--- src/rtl/tmr_pkg.sv ---
package tmr_pkg;
  typedef enum logic [1:0] {
    REG_CTRL  = 2'd0,
    REG_COUNT = 2'd1,
    REG_INIT  = 2'd2,
    REG_MOD   = 2'd3
  } reg_sel_e;

  typedef enum logic [1:0] {
    CS_OFF   = 2'd0,
    CS_RSV1  = 2'd1,
    CS_TICK  = 2'd2,
    CS_RSV3  = 2'd3
  } clk_sel_e;

  localparam int unsigned CS_W          = 2;
  localparam int unsigned CTRL_PS_LSB   = 0;
  localparam int unsigned CTRL_CS_LSB   = 3;
  localparam int unsigned CTRL_IE_BIT   = 6;
  localparam int unsigned CTRL_FLAG_BIT = 7;
endpackage

--- src/rtl/tmr_prescaler.sv ---
module tmr_prescaler #(
  parameter int unsigned PS_W = 3
) (
  input  logic            clk_i,
  input  logic            rst_ni,
  input  logic            tick_i,
  input  logic            run_i,
  input  logic            restart_i,
  input  logic [PS_W-1:0] ps_i,
  output logic            step_o
);
  localparam int unsigned DIV_W = (1 << PS_W) - 1;

  logic [DIV_W-1:0] div_q, term;
  logic             hit;

  // terminal = 2^ps - 1, built as a thermometer mask
  always_comb begin
    term = '0;
    for (int i = 0; i < DIV_W; i++) term[i] = (i < int'(ps_i));
  end

  assign hit    = (div_q >= term);
  assign step_o = run_i & tick_i & ~restart_i & hit;

  always_ff @(posedge clk_i or negedge rst_ni) begin
    if (!rst_ni)                div_q <= '0;
    else if (restart_i)         div_q <= '0;
    else if (run_i && tick_i)   div_q <= hit ? '0 : div_q + 1'b1;
  end

  p_restart_clears_r11: assert property (@(posedge clk_i) disable iff (!rst_ni)
    restart_i |=> (div_q == '0));
endmodule

--- src/rtl/tmr_counter.sv ---
module tmr_counter #(
  parameter int unsigned CNT_W = 16
) (
  input  logic             clk_i,
  input  logic             rst_ni,
  input  logic             step_i,
  input  logic             load_i,
  input  logic [CNT_W-1:0] init_i,
  input  logic [CNT_W-1:0] mod_i,
  output logic [CNT_W-1:0] cnt_o,
  output logic             wrap_o
);
  logic [CNT_W-1:0] cnt_q;
  logic             at_mod;

  assign at_mod = (cnt_q == mod_i);
  assign wrap_o = step_i & ~load_i & at_mod;
  assign cnt_o  = cnt_q;

  always_ff @(posedge clk_i or negedge rst_ni) begin
    if (!rst_ni)      cnt_q <= '0;
    else if (load_i)  cnt_q <= init_i;
    else if (step_i)  cnt_q <= at_mod ? init_i : cnt_q + 1'b1;
  end

  p_load_init_r8: assert property (@(posedge clk_i) disable iff (!rst_ni)
    load_i |=> (cnt_q == $past(init_i)));
  p_wrap_reload_r6: assert property (@(posedge clk_i) disable iff (!rst_ni)
    wrap_o |=> (cnt_q == $past(init_i)));
  p_hold_idle_r4: assert property (@(posedge clk_i) disable iff (!rst_ni)
    (!step_i && !load_i) |=> $stable(cnt_q));
endmodule

--- src/rtl/tmr_ctrl.sv ---
module tmr_ctrl #(
  parameter int unsigned PS_W = 3
) (
  input  logic                     clk_i,
  input  logic                     rst_ni,
  input  logic                     wr_i,
  input  logic [PS_W-1:0]          ps_wr_i,
  input  logic [tmr_pkg::CS_W-1:0] cs_wr_i,
  input  logic                     ie_wr_i,
  input  logic                     flag_wr_i,
  input  logic                     wrap_i,
  output logic [PS_W-1:0]          ps_o,
  output logic [tmr_pkg::CS_W-1:0] cs_o,
  output logic                     ie_o,
  output logic                     flag_o,
  output logic                     cs_change_o,
  output logic                     irq_o
);
  logic [PS_W-1:0]          ps_q;
  logic [tmr_pkg::CS_W-1:0] cs_q;
  logic                     ie_q, flag_q;

  assign cs_change_o = wr_i & (cs_wr_i != cs_q);

  always_ff @(posedge clk_i or negedge rst_ni) begin
    if (!rst_ni) begin
      ps_q <= '0;
      cs_q <= '0;
      ie_q <= 1'b0;
    end else if (wr_i) begin
      ps_q <= ps_wr_i;
      cs_q <= cs_wr_i;
      ie_q <= ie_wr_i;
    end
  end

  // set beats a clearing write in the same cycle
  always_ff @(posedge clk_i or negedge rst_ni) begin
    if (!rst_ni)                  flag_q <= 1'b0;
    else if (wrap_i)              flag_q <= 1'b1;
    else if (wr_i && !flag_wr_i)  flag_q <= 1'b0;
  end

  assign ps_o   = ps_q;
  assign cs_o   = cs_q;
  assign ie_o   = ie_q;
  assign flag_o = flag_q;
  assign irq_o  = flag_q & ie_q;

  p_flag_set_r7: assert property (@(posedge clk_i) disable iff (!rst_ni)
    wrap_i |=> flag_q);
  p_flag_rise_r7: assert property (@(posedge clk_i) disable iff (!rst_ni)
    $rose(flag_q) |-> $past(wrap_i));
  p_flag_keep_r9: assert property (@(posedge clk_i) disable iff (!rst_ni)
    (flag_q && !(wr_i && !flag_wr_i)) |=> flag_q);
endmodule

--- src/rtl/tmr_alarm.sv ---
module tmr_alarm #(
  parameter int unsigned CNT_W  = 16,
  parameter int unsigned PS_W   = 3,
  parameter int unsigned DATA_W = 32,
  parameter int unsigned ADDR_W = 4
) (
  input  logic              clk_i,
  input  logic              rst_ni,
  input  logic              tick_i,
  input  logic              wr_en_i,
  input  logic              rd_en_i,
  input  logic [ADDR_W-1:0] addr_i,
  input  logic [DATA_W-1:0] wdata_i,
  output logic [DATA_W-1:0] rdata_o,
  output logic              irq_o
);
  import tmr_pkg::*;

  localparam logic [CNT_W-1:0] MOD_RST = '1;

  reg_sel_e         sel;
  logic             wr_ctrl, wr_cnt, wr_init, wr_mod;
  logic [CNT_W-1:0] init_q, mod_q, cnt;
  logic [PS_W-1:0]  ps;
  logic [CS_W-1:0]  cs;
  logic             ie, flag, cs_change, run, step, wrap, restart;

  assign sel     = reg_sel_e'(addr_i[3:2]);
  assign wr_ctrl = wr_en_i && (sel == REG_CTRL);
  assign wr_cnt  = wr_en_i && (sel == REG_COUNT);
  assign wr_init = wr_en_i && (sel == REG_INIT);
  assign wr_mod  = wr_en_i && (sel == REG_MOD);

  always_ff @(posedge clk_i or negedge rst_ni) begin
    if (!rst_ni) begin
      init_q <= '0;
      mod_q  <= MOD_RST;
    end else begin
      if (wr_init) init_q <= wdata_i[CNT_W-1:0];
      if (wr_mod)  mod_q  <= wdata_i[CNT_W-1:0];
    end
  end

  tmr_ctrl #(.PS_W(PS_W)) u_ctrl (
    .clk_i      (clk_i),
    .rst_ni     (rst_ni),
    .wr_i       (wr_ctrl),
    .ps_wr_i    (wdata_i[CTRL_PS_LSB +: PS_W]),
    .cs_wr_i    (wdata_i[CTRL_CS_LSB +: CS_W]),
    .ie_wr_i    (wdata_i[CTRL_IE_BIT]),
    .flag_wr_i  (wdata_i[CTRL_FLAG_BIT]),
    .wrap_i     (wrap),
    .ps_o       (ps),
    .cs_o       (cs),
    .ie_o       (ie),
    .flag_o     (flag),
    .cs_change_o(cs_change),
    .irq_o      (irq_o)
  );

  assign run     = (cs == CS_TICK);
  assign restart = wr_cnt | cs_change;

  tmr_prescaler #(.PS_W(PS_W)) u_presc (
    .clk_i    (clk_i),
    .rst_ni   (rst_ni),
    .tick_i   (tick_i),
    .run_i    (run),
    .restart_i(restart),
    .ps_i     (ps),
    .step_o   (step)
  );

  tmr_counter #(.CNT_W(CNT_W)) u_cnt (
    .clk_i (clk_i),
    .rst_ni(rst_ni),
    .step_i(step),
    .load_i(wr_cnt),
    .init_i(init_q),
    .mod_i (mod_q),
    .cnt_o (cnt),
    .wrap_o(wrap)
  );

  always_comb begin
    rdata_o = '0;
    if (rd_en_i) begin
      unique case (sel)
        REG_CTRL: begin
          rdata_o[CTRL_PS_LSB +: PS_W] = ps;
          rdata_o[CTRL_CS_LSB +: CS_W] = cs;
          rdata_o[CTRL_IE_BIT]         = ie;
          rdata_o[CTRL_FLAG_BIT]       = flag;
        end
        REG_COUNT: rdata_o[CNT_W-1:0] = cnt;
        REG_INIT:  rdata_o[CNT_W-1:0] = init_q;
        REG_MOD:   rdata_o[CNT_W-1:0] = mod_q;
        default:   rdata_o = '0;
      endcase
    end
  end

  p_stopped_r4: assert property (@(posedge clk_i) disable iff (!rst_ni)
    (cs != CS_TICK && !wr_cnt) |=> (cnt == $past(cnt)));
  p_irq_needs_ie_r10: assert property (@(posedge clk_i) disable iff (!rst_ni)
    (!ie && !wr_ctrl) |=> !irq_o);
endmodule

--- config.mk ---
export PLATFORM = sky130hd
export DESIGN_NAME = tmr_alarm
export DESIGN_NICKNAME = d
export VERILOG_FILES = /design/src/rtl/tmr_pkg.sv /design/src/rtl/tmr_prescaler.sv /design/src/rtl/tmr_counter.sv /design/src/rtl/tmr_ctrl.sv /design/src/rtl/tmr_alarm.sv
export SDC_FILE = /design/constraint.sdc
export NUM_CORES = 1
export LEC_CHECK = 0
export ABC_AREA = 1
export BUFFER_PORTS_ARGS = -buffer_cell sky130_fd_sc_hd__buf_2
export CAP_MARGIN = 20
export CORE_MARGIN = 3
export CORE_UTILIZATION = 57
export DETAILED_ROUTE_END_ITERATION = 12
export HOLD_SLACK_MARGIN = 0.08
export PLACE_DENSITY = 0.81
export SLEW_MARGIN = 20
export SYNTH_ARGS = -nofsm -noshare
export SYNTH_HDL_FRONTEND = slang
export SYNTH_SLANG_ARGS = --single-unit
--- constraint.sdc ---
create_clock -name clk_i -period 2.5 [get_ports clk_i]
set_input_delay 0.125 -clock clk_i [delete_from_list [all_inputs] [get_ports clk_i]]
set_output_delay 0.125 -clock clk_i [all_outputs]
set_load 0.02 [all_outputs]
==> metrics.json <==
{
  "num_io_pins": 74,
  "initial_core_utilization_pct": 59.65,
  "grt_start_max_net_pins": 63,
  "post-cts-setup-buffer-count": 0,
  "io_buffer_count": 39,
  "cts_repair_resize_count": 0,
  "hold_path_depth": 5,
  "post-synth-top-count-cell": "nand2_1",
  "seq_area_frac_synth_pct": 38.35,
  "cell_types_with_the_largest_area_share_after_synthesis": "dfrtp_1, nand2_1, dfstp_2, inv_1, nand3_1",
  "grt_pass1_vias": 3831,
  "synth_ff_type": "dfrtp_1",
  "post-route-drc-count": 0,
  "peakVddDrop_uv": 481.5,
  "syn_area_sq_mm": 0.004098,
  "place_congestion": 0.8659,
  "num_rows": 30,
  "end_kind": "flop",
  "yosysWarningCount": 0,
  "grt_pass1_wl_mm": 18.23,
  "sequential_share_of_power_pct": 42.3,
  "outcome": "completed",
  "fillerInstances": 582,
  "min_setup_slack_post_route_ns": 0.2864,
  "required_time_of_the_critical_path_ns": 2.74,
  "post_synth_num_cell_types": 31,
  "cp_data_arrival_time_ns": 2.45,
  "clock-skew-final_ns": 0.002967,
  "drt-pass1-iter-count": 5,
  "power_frac_clock_pct": 26.9,
  "worstRegToRegCells": 10,
  "postSynthRegisterBits": 62,
  "fmax_ghz": 0.4517,
  "synth_fa_ha_area_share_pct": 2.748,
  "detail_route.iter0.violations": 351,
  "layout.area.seq_sq_mm": 0.001572,
  "critical_path.reg2reg.endpoint": "u_cnt.cnt_o[2]",
  "critical_path_peak_fanout": 18,
  "dieHeight_um": 90.79,
  "cts.root.buffer_cell": "clkbuf_8",
  "dpl_cell_area_sq_mm": 0.004317,
  "cts.clk_slew.worst_paths_ns": 0.07,
  "synth_async_sr_flop_share_pct": 100.0,
  "reg2reg_from": "u_ctrl.ps_o[1]",
  "power-per-cell-area_mw_per_mm2": 780.3,
  "post-synth-top-area-cell": "dfrtp_1",
  "synth_top_family_by_area": "simple AND/OR/NAND/NOR gates",
  "cts_max_level": 3,
  "netlist_top_cells_count": "nand2_1, inv_1, nand3_1, o21ai_0, dfrtp_1",
  "clock_insertion_delay_worst_skew_ns": 0.34,
  "report.power.total_mw": 3.669,
  "final_ant_viol_nets": 0,
  "fin_hold_ws_ns": 0.2351,
  "detail_route.vias_per_cell": 5.463,
  "synthDominantCellAreaShare_pct": 28.09,
  "timing.final.crit_share_pct": 88.54,
  "fin_tns_setup_ns": 0,
  "cap_violations": 0,
  "flow.area_growth_from_synthesis_pct": 14.75,
  "globalRouteOverflowTotal": 0,
  "coreArea_sq_mm": 0.006869,
  "clock_path_buffers": 2,
  "postSynthCellCount": 586,
  "final_max_slew_viol_count": 0,
  "rsz0062_at_grt": "no",
  "internal_power_component_mw": 2.286,
  "power.switching_fraction_pct": 37.70,
  "antenna_found_initial": 0,
  "dp_worst_setup_slack_ns": 0.3575,
  "synth_compound_gate_area_share_pct": 12.40,
  "avgRoutedWirePerCell_um": 14.56,
  "total_non_filler_cell_area_in_the_finished_layout_sq_mm": 0.004702,
  "worstHoldPathType": "in -> reg",
  "die-width_um": 90.79,
  "synthSimpleGateAreaFrac_pct": 29.71,
  "total_number_of_vias": 4048,
  "hold_path_end": "u_ctrl.ps_o[0]",
  "tritoncts": "built",
  "place_hpwl_mm": 7.322,
  "cp_launch_type": "flop",
  "setup.worst_path.class": "reg -> reg",
  "synth_xor_xnor_area_share_pct": 3.420,
  "fin_nets": 690,
  "synth_edf_count": 0,
  "multiplexer_area_fraction_after_synthesis_pct": 0,
  "antennaDiodeCount": 0,
  "grt_use_total_pct": 27.21,
  "p_switching_mw": 1.383,
  "post_synth.cell_area_avg_sq_um": 6.993,
  "die_ar_sq_mm": 0.008242,
  "r2r_setup_slack_ns": 0.29,
  "power_frac_comb_pct": 30.7,
  "report.final.hold_viol_count": 0,
  "leakagePower_nw": 2.475,
  "period_needed_ns": 2.214,
  "postCtsHoldBufs": 17,
  "multiInputGateArea_sq_mm": 0.002038,
  "post_route_cells_drive_above_1_share_pct": 14.26,
  "cts_buffers": 9,
  "min_from": "wr_en_i",
  "total_routed_length_mm": 10.79,
  "setup_viol": 0,
  "clock_sinks": 62
}
==> state kept, by name, indices dropped and copies added, names as in the netlist <==
| name | flops |
|---|---|
| u_ctrl.cs_o | 2 |
| mod_q | 16 |
| u_presc.div_q | 7 |
| init_q | 16 |
| u_ctrl.ps_o | 3 |
| u_ctrl.ie_o | 1 |
| u_cnt.cnt_o | 16 |
| u_ctrl.flag_o | 1 |
==> how the worst max path moves through the flow <==
stage	start	endpoint	cells after the start
2_1_floorplan	u_ctrl.ps_o[1]	u_cnt.cnt_o[5]	10
3_3_place_gp	u_ctrl.ps_o[1]	u_cnt.cnt_o[11]	9
3_5_place_dp	u_ctrl.ps_o[1]	u_cnt.cnt_o[11]	10
4_1_cts	u_ctrl.ps_o[1]	u_cnt.cnt_o[2]	10
5_1_grt	u_ctrl.ps_o[1]	u_cnt.cnt_o[13]	10
6_report	u_ctrl.ps_o[1]	u_cnt.cnt_o[2]	10
==> routing by layer <==
layer / track usage (%) / up-vias / wire length (um)
met5: 0 / - / 0
met4: 12.19 / 0 / 305
met3: 3.333 / 26 / 636
met2: 43.42 / 172 / 5190
met1: 37.17 / 1905 / 4660
li1: - / 1945 / -
==> stage by stage <==
stage               std cells  util, %
floorplan                 601        -
global placement          708    62.84
detailed placement        708    62.84
CTS                       741    68.45
global route              741    68.45
finish                    741    68.45
==> cell usage in the layout, fill, tap and decap left out, drive strengths merged <==
cell type,n
xor2,11
buf,45
nand4,3
ha,9
a21oi,11
nand2b,1
nor3,5
clkinv,3
clkbuf,12
dfstp,16
bufinv,2
o21ai,58
dlygate4sd3,17
o22ai,8
xnor2,5
nand3,55
a221oi,7
dfrtp,46
nand3b,2
nand2,184
nor2,35
conb,16
o221ai,5
o21a,1
inv,88
==> cells by family (layout without fill, tap and decap cells) <==
family,after synthesis,after routing
simple gates,285,285
compound gates,90,90
other cells,1,16
xor+xnor,16,16
buf+inv,123,167
flops,62,62
fa+ha+maj,9,9
==> critical path, stage by stage, from the launching register on <==
cell and delay [ns]:
dfrtp_1 0.45, a21oi_1 0.20, ha_1 0.29, a21oi_1 0.15, o21ai_0 0.11, nand2_1 0.07
nand3_1 0.15, nand2_4 0.26, nand2_4 0.20, nand3_1 0.15, nand2_1 0.05
==> power groups by stage <==
stage | combinational, mW | clock [mW] | sequential [mW]
after floorplan | 0.917 | 0 | 1.43
after detailed placement | 1.08 | 0 | 1.55
after global placement | 1.04 | 0 | 1.54
after CTS | 1.12 | 0.992 | 1.54
final | 1.13 | 0.989 | 1.55
after global routing | 1.29 | 1.04 | 1.59
==> cell type report <==
type | count | share of cell area [%]
Tap cell | 96 | 2.555
Timing Repair Buffer | 62 | 8.994
Inverter | 89 | 7.105
Clock buffer | 12 | 3.087
Sequential cell | 62 | 33.42
Clock inverter | 4 | 1.490
Multi-Input combinational cell | 416 | 43.35
Note: power is estimated with default switching activity, not from simulation.
